===== config.mk =====
export PLATFORM = sky130hd
export DESIGN_NAME = sdram_bringup_seq
export DESIGN_NICKNAME = d
export VERILOG_FILES = /design/src/rtl/sdr_seq_pkg.sv /design/src/rtl/sdr_refi_timer.sv /design/src/rtl/sdr_seq_fsm.sv /design/src/rtl/sdr_pin_drive.sv /design/src/rtl/sdram_bringup_seq.sv
export SDC_FILE = /design/constraint.sdc
export NUM_CORES = 1
export LEC_CHECK = 0
export BUFFER_PORTS_ARGS = -buffer_cell sky130_fd_sc_hd__buf_2
export CAP_MARGIN = 30
export CORE_ASPECT_RATIO = 1.2
export CORE_MARGIN = 2
export CORE_UTILIZATION = 55
export CTS_CLUSTER_DIAMETER = 100
export CTS_CLUSTER_SIZE = 20
export DETAILED_ROUTE_END_ITERATION = 10
export GPL_TIMING_DRIVEN = 0
export PLACE_DENSITY = 0.78
export RECOVER_POWER = 25
export SYNTH_ARGS = -nofsm -noshare
export SYNTH_HDL_FRONTEND = slang
export SYNTH_SLANG_ARGS = --single-unit

===== constraint.sdc =====
create_clock -name clk -period 5 [get_ports clk]
set_input_delay 1 -clock clk [delete_from_list [all_inputs] [get_ports clk]]
set_output_delay 1 -clock clk [all_outputs]
set_load 0.005 [all_outputs]

===== src/rtl/sdr_seq_pkg.sv =====
package sdr_seq_pkg;

  typedef enum logic [1:0] {
    CMD_NOP,
    CMD_PALL,
    CMD_AREF,
    CMD_MRS
  } sdr_cmd_e;

  typedef enum logic [2:0] {
    ST_POWUP,
    ST_PRECH,
    ST_INIT_RC,
    ST_MRD,
    ST_RUN,
    ST_RUN_RC
  } sdr_state_e;

  typedef struct packed {
    logic cs_n;
    logic ras_n;
    logic cas_n;
    logic we_n;
  } sdr_pins_t;

  // whole clocks covering a span in ns, rounded up
  function automatic int ns_to_clks(input int ns, input int mhz);
    return (ns * mhz + 999) / 1000;
  endfunction

  function automatic sdr_pins_t encode(input sdr_cmd_e c);
    sdr_pins_t p;
    p.cs_n = 1'b0;
    case (c)
      CMD_PALL: {p.ras_n, p.cas_n, p.we_n} = 3'b010;
      CMD_AREF: {p.ras_n, p.cas_n, p.we_n} = 3'b001;
      CMD_MRS:  {p.ras_n, p.cas_n, p.we_n} = 3'b000;
      default:  {p.ras_n, p.cas_n, p.we_n} = 3'b111;
    endcase
    return p;
  endfunction

endpackage


===== src/rtl/sdr_refi_timer.sv =====
module sdr_refi_timer #(
  parameter int REFI_CK = 1560,
  parameter int OWE_MAX = 8
) (
  input  logic clk,
  input  logic rst_n,
  input  logic run,
  input  logic take,
  output logic due_next
);
  localparam int TW = $clog2(REFI_CK + 1);
  localparam int OW = $clog2(OWE_MAX + 1);

  logic [TW-1:0] tmr_q;
  logic [OW-1:0] owed_q, owed_d;
  logic          tick;

  assign tick = run && (tmr_q == TW'(REFI_CK - 1));

  always_comb begin
    owed_d = owed_q;
    if (tick && !take) begin
      if (owed_q != OW'(OWE_MAX)) owed_d = owed_q + 1'b1;
    end else if (!tick && take) begin
      owed_d = owed_q - 1'b1;
    end
  end

  assign due_next = (owed_d != '0);

  always_ff @(posedge clk or negedge rst_n) begin
    if (!rst_n) begin
      tmr_q  <= '0;
      owed_q <= '0;
    end else begin
      owed_q <= owed_d;
      if (!run || tick) tmr_q <= '0;
      else              tmr_q <= tmr_q + 1'b1;
    end
  end
endmodule


===== src/rtl/sdr_seq_fsm.sv =====
module sdr_seq_fsm
  import sdr_seq_pkg::*;
#(
  parameter int N_WAIT   = 20000,
  parameter int TRP_CK   = 2,
  parameter int TRC_CK   = 7,
  parameter int MRD_CK   = 2,
  parameter int NUM_AREF = 2
) (
  input  logic     clk,
  input  logic     rst_n,
  input  logic     ref_gnt,
  input  logic     due_next,
  output sdr_cmd_e cmd,
  output logic     take,
  output logic     done_q,
  output logic     req_q
);
  localparam int CW = $clog2(N_WAIT + TRP_CK + TRC_CK + MRD_CK + 1);
  localparam int AW = $clog2(NUM_AREF + 1);

  sdr_state_e    state_q, state_d;
  logic [CW-1:0] cnt_q, cnt_d;
  logic [AW-1:0] aref_q, aref_d;
  logic          done_d, req_d, zero;

  assign zero = (cnt_q == '0);
  assign take = (state_q == ST_RUN) && req_q && ref_gnt;

  always_comb begin
    state_d = state_q;
    cnt_d   = zero ? cnt_q : cnt_q - 1'b1;
    aref_d  = aref_q;
    done_d  = done_q;
    cmd     = CMD_NOP;
    case (state_q)
      ST_POWUP: if (zero) begin
        cmd     = CMD_PALL;
        state_d = ST_PRECH;
        cnt_d   = CW'(TRP_CK - 1);
      end
      ST_PRECH: if (zero) begin
        cmd     = CMD_AREF;
        aref_d  = AW'(1);
        state_d = ST_INIT_RC;
        cnt_d   = CW'(TRC_CK - 1);
      end
      ST_INIT_RC: if (zero) begin
        if (aref_q == AW'(NUM_AREF)) begin
          cmd     = CMD_MRS;
          state_d = ST_MRD;
          cnt_d   = CW'(MRD_CK - 1);
        end else begin
          cmd     = CMD_AREF;
          aref_d  = aref_q + 1'b1;
          cnt_d   = CW'(TRC_CK - 1);
        end
      end
      ST_MRD: if (zero) begin
        state_d = ST_RUN;
        done_d  = 1'b1;
      end
      ST_RUN: if (take) begin
        cmd     = CMD_AREF;
        state_d = ST_RUN_RC;
        cnt_d   = CW'(TRC_CK - 1);
      end
      ST_RUN_RC: if (zero) state_d = ST_RUN;
      default: state_d = ST_POWUP;
    endcase
    req_d = (state_d == ST_RUN) && due_next;
  end

  always_ff @(posedge clk or negedge rst_n) begin
    if (!rst_n) begin
      state_q <= ST_POWUP;
      cnt_q   <= CW'(N_WAIT);
      aref_q  <= '0;
      done_q  <= 1'b0;
      req_q   <= 1'b0;
    end else begin
      state_q <= state_d;
      cnt_q   <= cnt_d;
      aref_q  <= aref_d;
      done_q  <= done_d;
      req_q   <= req_d;
    end
  end
endmodule


===== src/rtl/sdr_pin_drive.sv =====
module sdr_pin_drive
  import sdr_seq_pkg::*;
#(
  parameter int ROW_W  = 11,
  parameter int BA_W   = 1,
  parameter int AP_BIT = 10,
  parameter int TM_LO  = 7,
  parameter int WB_BIT = 9
) (
  input  logic             clk,
  input  logic             rst_n,
  input  sdr_cmd_e         cmd,
  input  logic [ROW_W-1:0] mode_word,
  output logic             sd_cke,
  output logic             sd_dqm,
  output sdr_pins_t        pins,
  output logic [BA_W-1:0]  sd_ba,
  output logic [ROW_W-1:0] sd_addr
);
  // burst/latency/type bits and the write-burst bit pass; reserved and test bits go to 0
  function automatic logic [ROW_W-1:0] keep_mask();
    logic [ROW_W-1:0] m;
    for (int i = 0; i < ROW_W; i++) m[i] = (i < TM_LO) || (i == WB_BIT);
    return m;
  endfunction
  localparam logic [ROW_W-1:0] MODE_MASK = keep_mask();

  logic [ROW_W-1:0] addr_d;
  sdr_pins_t        pins_d;

  always_comb begin
    pins_d = encode(cmd);
    addr_d = '0;
    case (cmd)
      CMD_PALL: addr_d[AP_BIT] = 1'b1;
      CMD_MRS:  addr_d = mode_word & MODE_MASK;
      default:  ;
    endcase
  end

  always_ff @(posedge clk or negedge rst_n) begin
    if (!rst_n) begin
      sd_cke  <= 1'b1;
      sd_dqm  <= 1'b1;
      pins    <= encode(CMD_NOP);
      sd_ba   <= '0;
      sd_addr <= '0;
    end else begin
      sd_cke  <= 1'b1;
      sd_dqm  <= 1'b1;
      pins    <= pins_d;
      sd_ba   <= '0;
      sd_addr <= addr_d;
    end
  end
endmodule


===== src/rtl/sdram_bringup_seq.sv =====
module sdram_bringup_seq
  import sdr_seq_pkg::*;
#(
  parameter int CLK_MHZ  = 100,
  parameter int WAIT_US  = 200,
  parameter int TRP_NS   = 20,
  parameter int TRC_NS   = 70,
  parameter int REFI_NS  = 15600,
  parameter int NUM_AREF = 2,
  parameter int MRD_CLKS = 2,
  parameter int OWE_MAX  = 8,
  parameter int ROW_W    = 11,
  parameter int BA_W     = 1
) (
  input  logic             clk,
  input  logic             rst_n,
  input  logic [ROW_W-1:0] mode_word,
  input  logic             ref_gnt,
  output logic             ref_req,
  output logic             init_done,
  output logic             sd_cke,
  output logic             sd_cs_n,
  output logic             sd_ras_n,
  output logic             sd_cas_n,
  output logic             sd_we_n,
  output logic             sd_dqm,
  output logic [BA_W-1:0]  sd_ba,
  output logic [ROW_W-1:0] sd_addr
);
  localparam int N_WAIT  = WAIT_US * CLK_MHZ;
  localparam int TRP_CK  = ns_to_clks(TRP_NS, CLK_MHZ);
  localparam int TRC_CK  = ns_to_clks(TRC_NS, CLK_MHZ);
  localparam int REFI_CK = ns_to_clks(REFI_NS, CLK_MHZ);

  sdr_cmd_e  cmd;
  sdr_pins_t pins;
  logic      take, due_next;

  sdr_seq_fsm #(
    .N_WAIT(N_WAIT), .TRP_CK(TRP_CK), .TRC_CK(TRC_CK),
    .MRD_CK(MRD_CLKS), .NUM_AREF(NUM_AREF)
  ) u_fsm (
    .clk(clk), .rst_n(rst_n), .ref_gnt(ref_gnt), .due_next(due_next),
    .cmd(cmd), .take(take), .done_q(init_done), .req_q(ref_req)
  );

  sdr_refi_timer #(.REFI_CK(REFI_CK), .OWE_MAX(OWE_MAX)) u_timer (
    .clk(clk), .rst_n(rst_n), .run(init_done), .take(take), .due_next(due_next)
  );

  sdr_pin_drive #(.ROW_W(ROW_W), .BA_W(BA_W)) u_pins (
    .clk(clk), .rst_n(rst_n), .cmd(cmd), .mode_word(mode_word),
    .sd_cke(sd_cke), .sd_dqm(sd_dqm), .pins(pins), .sd_ba(sd_ba), .sd_addr(sd_addr)
  );

  assign sd_cs_n  = pins.cs_n;
  assign sd_ras_n = pins.ras_n;
  assign sd_cas_n = pins.cas_n;
  assign sd_we_n  = pins.we_n;
endmodule


==> run metrics, run 1 <==
pin count of the biggest net entering global routing 37; achievable clock frequency 344.8 MHz; Final Instance Count excl. Fillers 342; CTS Buf Count 5; Clk Latency, worst-skew pair 0.29 ns; fin crit period 2.900 ns; row count 26; post-DP HPWL 3.200 mm; Antenna diodes 0; GP Congestion 0.8086; Synth Area in Compound Gates 7.221%; Critical Path AT 2.96 ns; metal3 WL 175 µm; Sink Count 49; CTS tree built; clk buf depth 2; via/cell ratio 5.281; DRT iter0 DRCs 108; DR pass1 iterations 4; clk root buf clkbuf_8; Ports 34; max-cap viol count 1; fillers 372; period utilization 58.00%; Cell Chain, Critical Path clkbuf_1 > clkbuf_1; HP Class flip-flop to flip-flop; Met2 Routed Length 2.283 mm; Hold-fix buffers, CTS 0; synthesized netlist cell count 249; DIE AREA 5127 µm²; Post-synth EDFFs 0; Die Height 78.04 µm; Synthesis Warnings 0; worst slew pin tran 1.849 ns; Synth Area in Adders 3.984%; Initial Utilization 58.07%; DRC viols 0; slowest CP cell clkbuf_1; Layout area overhead 12.30%; via count 1,806; H-tree depth 2; main combinational cell family by area after synthesis simple AND/OR/NAND/NOR gates; flops & latches, synth 49; WL per Instance 12.88 µm; power density over the cells 234.5 nW/µm²; Top Layer Used met4; P_leak 1.408 nW; post-cts repair resize count 0; final WL 4.404 mm; CP Data Required Time 5.06 ns; Final Hold Fails 0; RSZ-0062 raised after global routing false; post-synthesis mux area share 0.8466%; Port Buffer Count 24; Syn Area/Cell 10.09 µm²; startpoint types input port; Core Area 4327 µm²; total power draw 661.8 µW; clock transition at the registers of the reported paths 0.08 ns; setup TNS 0 ns; setup violators final 0; die width 65.70 µm; Critical path buffers and inverters 2; critical path's largest stage delay 1.39 ns; CP endpoint kind async pin; Synth Cell Area 2512 µm²; first-pass GRT wire length 7.976 mm; vias in the first global route 1,868; Post-DRT Antenna Nets 0; Max VDD drop 0.2262 mV; wl on met1 1.922 mm; initial antenna violation count 0; XOR/XNOR Fraction of Synth Area 8.018%; GRT Util Overall 20.13%; grt ovf 0; normalized max-slew margin -23.25%; Max Slew Vio Count 37; # nets final 307; Post-CTS Setup Bufs 0; sequential cell area fraction in the yosys report 49.20%; Synth cell types 51; Most common cell on crit path clkbuf_1; failing checks capacitance limit, slew limit; simple-gate share of the synthesized area 24.75%; dpl cells 334; family with the most delay on the worst path buffers and inverters; crit-path max FO 36; FFs w/ async S/R, synth 100.0%; Main synth FF type dfrtp_1; crit path kind input port to async pin; share of post-route cells with drive strength above 1 21.33%; clock skew 0.004475 ns; status finished with violations
## flip-flops by register name (all words and copies together) (netlist names)
register / flops
u_timer.tmr_q: 11
u_pins.sd_addr: 9
u_fsm.req_q: 1
u_fsm.done_q: 1
u_fsm.state_q: 3
u_timer.owed_q: 4
u_fsm.aref_q: 2
u_fsm.cnt_q: 15
u_pins.pins: 3
## metrics by stage
| step | util, % | setup slack [ns] | area [µm²] | hold WS, ns |
|---|---|---|---|---|
| final | 65.21 | 2.100 | 2821 | 0.4630 |
| after detailed placement | 63.27 | 2.661 | 2738 | 0.4511 |
| after floorplan | - | 2.791 | 2527 | 0.4442 |
| after global placement | 62.81 | 2.661 | 2718 | 0.4495 |
| after global routing | 65.21 | 1.522 | 2821 | 0.4792 |
| after CTS | 65.62 | 2.622 | 2839 | 0.4638 |
## where the power goes
group          switching (mW)  internal (mW)  leakage, nW
logic                 0.00984        0.00569        0.733
clock network           0.125          0.125       0.0542
registers                   0          0.396        0.621
## final timing paths
| path | start | end | slack [ns] | depth (start not counted) |
|---|---|---|---|---|
| worst max-delay path | rst_n | u_fsm.aref_q[0]$_DFFE_PN0P_ | 2.10 | 2 |
| worst min-delay path | u_fsm.cnt_q[14]$_DFF_PN1_ | u_fsm.cnt_q[14]$_DFF_PN1_ | 0.46 | 1 |
| worst max register to register | u_fsm.cnt_q[0]$_DFF_PN0_ | u_fsm.cnt_q[4]$_DFF_PN0_ | 2.62 | 10 |
| worst min register to register | u_fsm.cnt_q[14]$_DFF_PN1_ | u_fsm.cnt_q[14]$_DFF_PN1_ | 0.46 | 1 |
| max in group clk | u_fsm.cnt_q[0]$_DFF_PN0_ | u_fsm.cnt_q[4]$_DFF_PN0_ | 2.62 | 10 |
| min in group asynchronous | rst_n | u_timer.owed_q[0]$_DFF_PN0_ | 0.74 | 1 |
## synthesized netlist by cell type (all sizes together), types with 3 or more instances
cell | count | area [µm²]
nor4 | 5 | 56.31
a21oi | 8 | 40.04
nor2 | 33 | 126.4
inv | 11 | 41.29
ha | 8 | 100.1
xor2 | 10 | 87.58
nand3 | 10 | 50.05
nand2b | 6 | 37.54
a22oi | 3 | 22.52
nor3 | 10 | 50.05
buf | 10 | 86.33
o21ai | 6 | 30.02
dfstp | 8 | 210.2
clkbuf | 4 | 15.01
dfrtp | 41 | 1026
and3 | 3 | 18.77
nand2 | 17 | 63.81
xnor2 | 13 | 113.9
and2 | 12 | 75.07
## layout by cell type (no fill, tap or decap), types with 6 or more instances in the layout
cell type and count:
xor2_1 10, clkbuf_1 6, and2_1 12, a21oi_1 8, dfrtp_1 41, clkbuf_8 7, ha_1 8, buf_2 23
buf_4 7, conb_1 6, nand2_1 17, nor3_1 10, nor2_1 32, inv_1 9, xnor2_1 13, dfstp_2 8
nand2b_1 6, nand3_1 10
## logic make-up after synthesis
kind of cell / after synthesis
AND/OR/NAND/NOR: 112
flip-flops: 49
AO/OA/AOI/OAI: 28
buffers and inverters: 25
XOR/XNOR: 23
adder cells (fa/ha/maj): 8
other: 2
multiplexers: 2
## area by class of cell
type	count	area [µm²]	share of cell area (%)
flip-flops and latches	49	1236	43.81
multi-input cells	179	1149	40.71
repair buffers	25	122.6	4.346
plain buffers	14	101.3	3.592
clock buffers	7	96.34	3.415
well taps	56	70.07	2.483
inverters	11	41.29	1.463
clock inverters	1	5.005	0.1774
## layer usage
metal	vias to the layer above	global-route usage (%)
li1	892	-
met1	880	25.05
met2	32	34.24
met3	2	4.871
met4	0	6.250
met5	-	0
Power figures use the tool's default switching activity.
==> run 2: changes to the inputs <==
--- a/config.mk
+++ b/config.mk
@@ -9,12 +9,12 @@
 export CAP_MARGIN = 30
 export CORE_ASPECT_RATIO = 1.2
 export CORE_MARGIN = 2
-export CORE_UTILIZATION = 55
+export CORE_UTILIZATION = 51
 export CTS_CLUSTER_DIAMETER = 100
 export CTS_CLUSTER_SIZE = 20
 export DETAILED_ROUTE_END_ITERATION = 10
 export GPL_TIMING_DRIVEN = 0
-export PLACE_DENSITY = 0.78
+export PLACE_DENSITY = 0.76
 export RECOVER_POWER = 25
 export SYNTH_ARGS = -nofsm -noshare
 export SYNTH_HDL_FRONTEND = slang
==> constraint.sdc (replaced) <==
create_clock -name clk -period 2.35 [get_ports clk]
set_input_delay 0.47 -clock clk [delete_from_list [all_inputs] [get_ports clk]]
set_output_delay 0.47 -clock clk [all_outputs]
set_load 0.005 [all_outputs]
==> run 2 against run 1 <==
Design area up 4.2%. Combinational power up 110%. Via count up 1.9%. Setup slack worse by 2.0 ns. Critical path depth up 7. The run now ends clean. Total power up 120%.
==> run metrics, run 2 (synthesized netlist as in run 1, its figures left out) <==
Port Buffer Count 24; first-pass GRT wire length 7.521 mm; Largest register FFs 15; fin area 2940 µm²; crit path kind flip-flop to flip-flop; Post-DRT Antenna Nets 0; Area after DPL 2743 µm²; grt ovf 0; clock transition at the registers of the reported paths 0.09 ns; clk root buf clkbuf_8; Critical Path AT 2.48 ns; final WL 4.534 mm; via/cell ratio 5.186; period utilization 97.80%; die width 68.07 µm; most common cell after layout, fill and taps aside dfrtp_1; Final Util 60.82%; DIE AREA 5506 µm²; RSZ-0062 raised after global routing true; Core Area 4835 µm²; row count 28; fin crit period 2.298 ns; WL per Instance 12.77 µm; R2R cell count 9; # nets final 316; biggest regs u_fsm.cnt_q x15, u_timer.tmr_q x11, u_pins.sd_addr x9; GRT Util Overall 17.65%; reg-to-reg critical path endpoint u_fsm.cnt_q[7]$_DFF_PN0_; CP startpoint u_fsm.cnt_q[1]$_DFF_PN0_; vias in the first global route 1,774; startpoint types flip-flop; power density over the cells 498.5 nW/µm²; Layout area overhead 17.03%; Sink Count 49; post-DP HPWL 3.250 mm; Final Hold Fails 0; DR pass1 iterations 4; status complete, no violations; Die Height 80.89 µm; worst flop-to-flop path startpoint u_fsm.cnt_q[1]$_DFF_PN0_; area occupied by registers 1236 µm²; P_leak 1.465 nW; Biggest register u_fsm.cnt_q; H-tree depth 2; via count 1,841; achievable clock frequency 435.1 MHz; normalized max-slew margin 15.11%; pin count of the biggest net entering global routing 27; Hold-fix buffers, CTS 0; max-cap viol count 0; Clk Latency, worst-skew pair 0.30 ns; clock skew 0.01242 ns; DRT iter0 DRCs 113; Critical Path End u_fsm.cnt_q[7]$_DFF_PN0_; CTS tree built; worst slew pin tran 1.273 ns; Max VDD drop 0.4441 mV; setup violators final 0; Max Slew Vio Count 0; crit-path max FO 8; CP endpoint kind flip-flop; initial antenna violation count 0; CTS Buf Count 5; multi-input logic area 1191 µm²; CP Data Required Time 2.54 ns; DRC viols 0; Initial Utilization 51.97%; GP Congestion 0.8110; Antenna diodes 0; Ports 34; most frequent cells in the layout dfrtp_1 (41), nor2_1 (32), buf_2 (23); share of post-route cells with drive strength above 1 25.42%; fillers 418; clk buf depth 2; R2R setup slack 0.05 ns; total power draw 1.466 mW; HP Class input port to flip-flop
-- run 2: worst min-delay path by stage --
stage                              start                     endpoint  slack (ns)  cells past startpoint
2_1_floorplan                      rst_n  u_fsm.aref_q[0]$_DFFE_PN0P_        0.17                      0
3_3_place_gp   u_fsm.cnt_q[14]$_DFF_PN1_    u_fsm.cnt_q[14]$_DFF_PN1_        0.45                      1
3_5_place_dp   u_fsm.cnt_q[14]$_DFF_PN1_    u_fsm.cnt_q[14]$_DFF_PN1_        0.46                      1
4_1_cts                            rst_n    u_fsm.cnt_q[13]$_DFF_PN0_        0.17                      1
5_1_grt                     mode_word[1]  u_pins.sd_addr[1]$_DFF_PN0_        0.38                      2
6_report                    mode_word[1]  u_pins.sd_addr[1]$_DFF_PN0_        0.38                      2
-- run 2: worst max-delay path, stage by stage, from the launching register on --
cell,delay [ns]
dfrtp_1,0.40
inv_2,0.06
ha_4,0.16
nor3b_4,0.14
and4_1,0.20
buf_6,0.13
or4_4,0.53
nor4b_4,0.31
xnor2_1,0.17
nor2_2,0.07
-- run 2: layer usage --
metal / vias up / global-route usage (%) / part of all wire (%)
met5: - / 0 / 0
met4: 0 / 4.400 / 1.1
met3: 7 / 4.432 / 4.2
met2: 38 / 30.49 / 51
met1: 882 / 21.87 / 43
li1: 914 / - / -
-- run 2: repair_timing --
action,CTS,global route
buffers inserted,1,9
pin swaps,1,4
resized for setup,2,6
setup endpoints to repair,6,21
-- run 2: cell type report --
class	instances	share of cell area, %
Buffer	13	3.064
Clock buffer	6	2.468
Clock inverter	2	1.191
Inverter	11	1.404
Multi-Input combinational cell	179	40.51
Sequential cell	49	42.04
Tap cell	60	2.553
Timing Repair Buffer	35	6.766
-- run 2: power breakdown --
part / switching [mW] / internal, mW
Sequential: 0 / 0.843
Combinational: 0.0209 / 0.0123
Clock: 0.273 / 0.316
-- run 2: stage by stage --
| step | hold slack (ns) | setup slack (ns) | TNS [ns] | instances |
|---|---|---|---|---|
| 2_1_floorplan | 0.1744 | 0.1410 | 0 | 253 |
| 6_report | 0.3779 | 0.05178 | 0 | 355 |
| 4_1_cts | 0.1713 | 0.03525 | 0 | 347 |
| 3_5_place_dp | 0.4620 | -0.01806 | -0.09315 | 338 |
| 3_3_place_gp | 0.4502 | 0.04262 | 0 | 337 |
| 5_1_grt | 0.3758 | -0.05325 | -0.07025 | 355 |
==> run 3: changes to the inputs <==
--- a/config.mk
+++ b/config.mk
@@ -15,7 +15,7 @@
 export DETAILED_ROUTE_END_ITERATION = 10
 export GPL_TIMING_DRIVEN = 0
 export PLACE_DENSITY = 0.76
-export RECOVER_POWER = 25
+export RECOVER_POWER = 100
 export SYNTH_ARGS = -nofsm -noshare
 export SYNTH_HDL_FRONTEND = slang
 export SYNTH_SLANG_ARGS = --single-unit
==> run 3 against run 2 <==
Flip-flop and latch count is the same. Critical path depth is the same. Largest cell class unchanged. Cell count is the same.
==> run metrics, run 3 (synthesized netlist as in run 1, its figures left out) <==
via count 1,848; share of post-route cells with drive strength above 1 22.03%; crit-path max FO 8; GP Congestion 0.8110; CTS Buf Count 5; row count 28; Layout area overhead 16.53%; fin crit period 2.297 ns; Sink Count 49; HP Class input port to flip-flop; pin count of the biggest net entering global routing 27; Core Area 4835 µm²; CP Data Required Time 2.53 ns; Area after DPL 2743 µm²; Worst Setup Slack, final 0.05259 ns; DRT iter0 DRCs 105; most common cell after layout, fill and taps aside dfrtp_1; Post-DRT Antenna Nets 0; Biggest register u_fsm.cnt_q; Clk Latency, worst-skew pair 0.30 ns; power density over the cells 500.0 nW/µm²; normalized max-slew margin 14.89%; most frequent cells in the layout dfrtp_1 (41), nor2_1 (32), buf_4 (17), nand2_1 (17), clkbuf_1 (16); initial antenna violation count 0; CP endpoint kind flip-flop; clk root buf clkbuf_8; Port Buffer Count 24; vias in the first global route 1,774; status complete, no violations; Antenna diodes 0; Max VDD drop 0.4450 mV; first-pass GRT wire length 7.521 mm; # nets final 316; RSZ-0062 raised after global routing true; Hold WS 0.3783 ns; via/cell ratio 5.206; grt ovf 0; max-cap viol count 0; DIE AREA 5506 µm²; Largest register FFs 15; fin area 2928 µm²; period utilization 97.76%; P_leak 1.430 nW; DRC viols 0; Final Hold Fails 0; Critical Path AT 2.48 ns; Initial Utilization 51.97%; GRT Util Overall 17.65%; achievable clock frequency 435.3 MHz; crit path kind flip-flop to flip-flop; startpoint types flip-flop; clk buf depth 2; fillers 425; clock skew 0.01455 ns; multi-input logic area 1191 µm²; Max Slew Vio Count 0; pre-CTS setup slack -0.01806 ns; DR pass1 iterations 4; area occupied by registers 1236 µm²; CTS tree built; Die Height 80.89 µm; H-tree depth 2; biggest regs u_fsm.cnt_q x15, u_timer.tmr_q x11, u_pins.sd_addr x9; clock transition at the registers of the reported paths 0.09 ns; setup violators final 0; Ports 34; worst slew pin tran 1.277 ns; final WL 4.557 mm; WL per Instance 12.84 µm; die width 68.07 µm; post-DP HPWL 3.250 mm
==> run 3: cell count changes in the layout (fill, tap and decap cells not counted) <==
cell	change
buf_2	-10
clkbuf_1	+10
and2_0	+1
and2_1	-1
==> run 3: final timing paths <==
kind                                           startpoint                           to  slack [ns]  depth (start not counted)
max in group asynchronous                           rst_n  u_fsm.aref_q[0]$_DFFE_PN0P_        0.67                          2
worst min register to register  u_fsm.cnt_q[14]$_DFF_PN1_    u_fsm.cnt_q[14]$_DFF_PN1_        0.47                          1
min in group asynchronous                           rst_n    u_fsm.cnt_q[13]$_DFF_PN0_        0.42                          1
worst max-delay path             u_fsm.cnt_q[1]$_DFF_PN0_     u_fsm.cnt_q[7]$_DFF_PN0_        0.05                          9
worst min-delay path                         mode_word[1]  u_pins.sd_addr[1]$_DFF_PN0_        0.38                          2
worst max register to register   u_fsm.cnt_q[1]$_DFF_PN0_     u_fsm.cnt_q[7]$_DFF_PN0_        0.05                          9
==> run 3: timing repair <==
item,CTS,global route
hold buffers,0,0
buffers inserted,1,9
resized for setup,2,6
endpoints found under the setup margin,6,21
pin swaps,1,4
==> run 3: routing by layer <==
layer,vias up,part of all wire [%],track usage [%]
met2,38,52,30.49
met1,892,43,21.87
met5,-,0,0
met3,6,3.9,4.432
met4,0,0.81,4.400
li1,912,-,-
==> run 3: report_power, final <==
part / internal, mW / switching [mW]
combinational: 0.0123 / 0.0209
sequential: 0.843 / 0
clock: 0.316 / 0.271
total: 1.17 / 0.292
==> run 3: metrics by stage <==
stage | total power, mW | cells | utilization (%) | TNS (ns)
6_report | 1.464 | 355 | 60.56 | 0
5_1_grt | 1.509 | 355 | 60.56 | -0.07025
4_1_cts | 1.480 | 347 | 59.27 | 0
3_5_place_dp | 0.8975 | 338 | 56.73 | -0.09315
3_3_place_gp | 0.8930 | 337 | 56.31 | 0
2_1_floorplan | 0.8690 | 253 | - | 0
==> run 3: layout make-up <==
cell class,count,share of cell area (%)
multi-input cells,179,40.68
well taps,60,2.564
inverters,11,1.410
repair buffers,35,6.368
flip-flops and latches,49,42.22
plain buffers,13,3.077
clock inverters,2,1.197
clock buffers,6,2.479
==> run 3: worst max-delay path: stages, from the launching register on <==
cell     delay (ns)
dfrtp_1        0.40
inv_2          0.06
ha_4           0.16
nor3b_4        0.14
and4_1         0.20
buf_6          0.13
or4_4          0.53
nor4b_4        0.31
xnor2_1        0.17
nor2_2         0.07
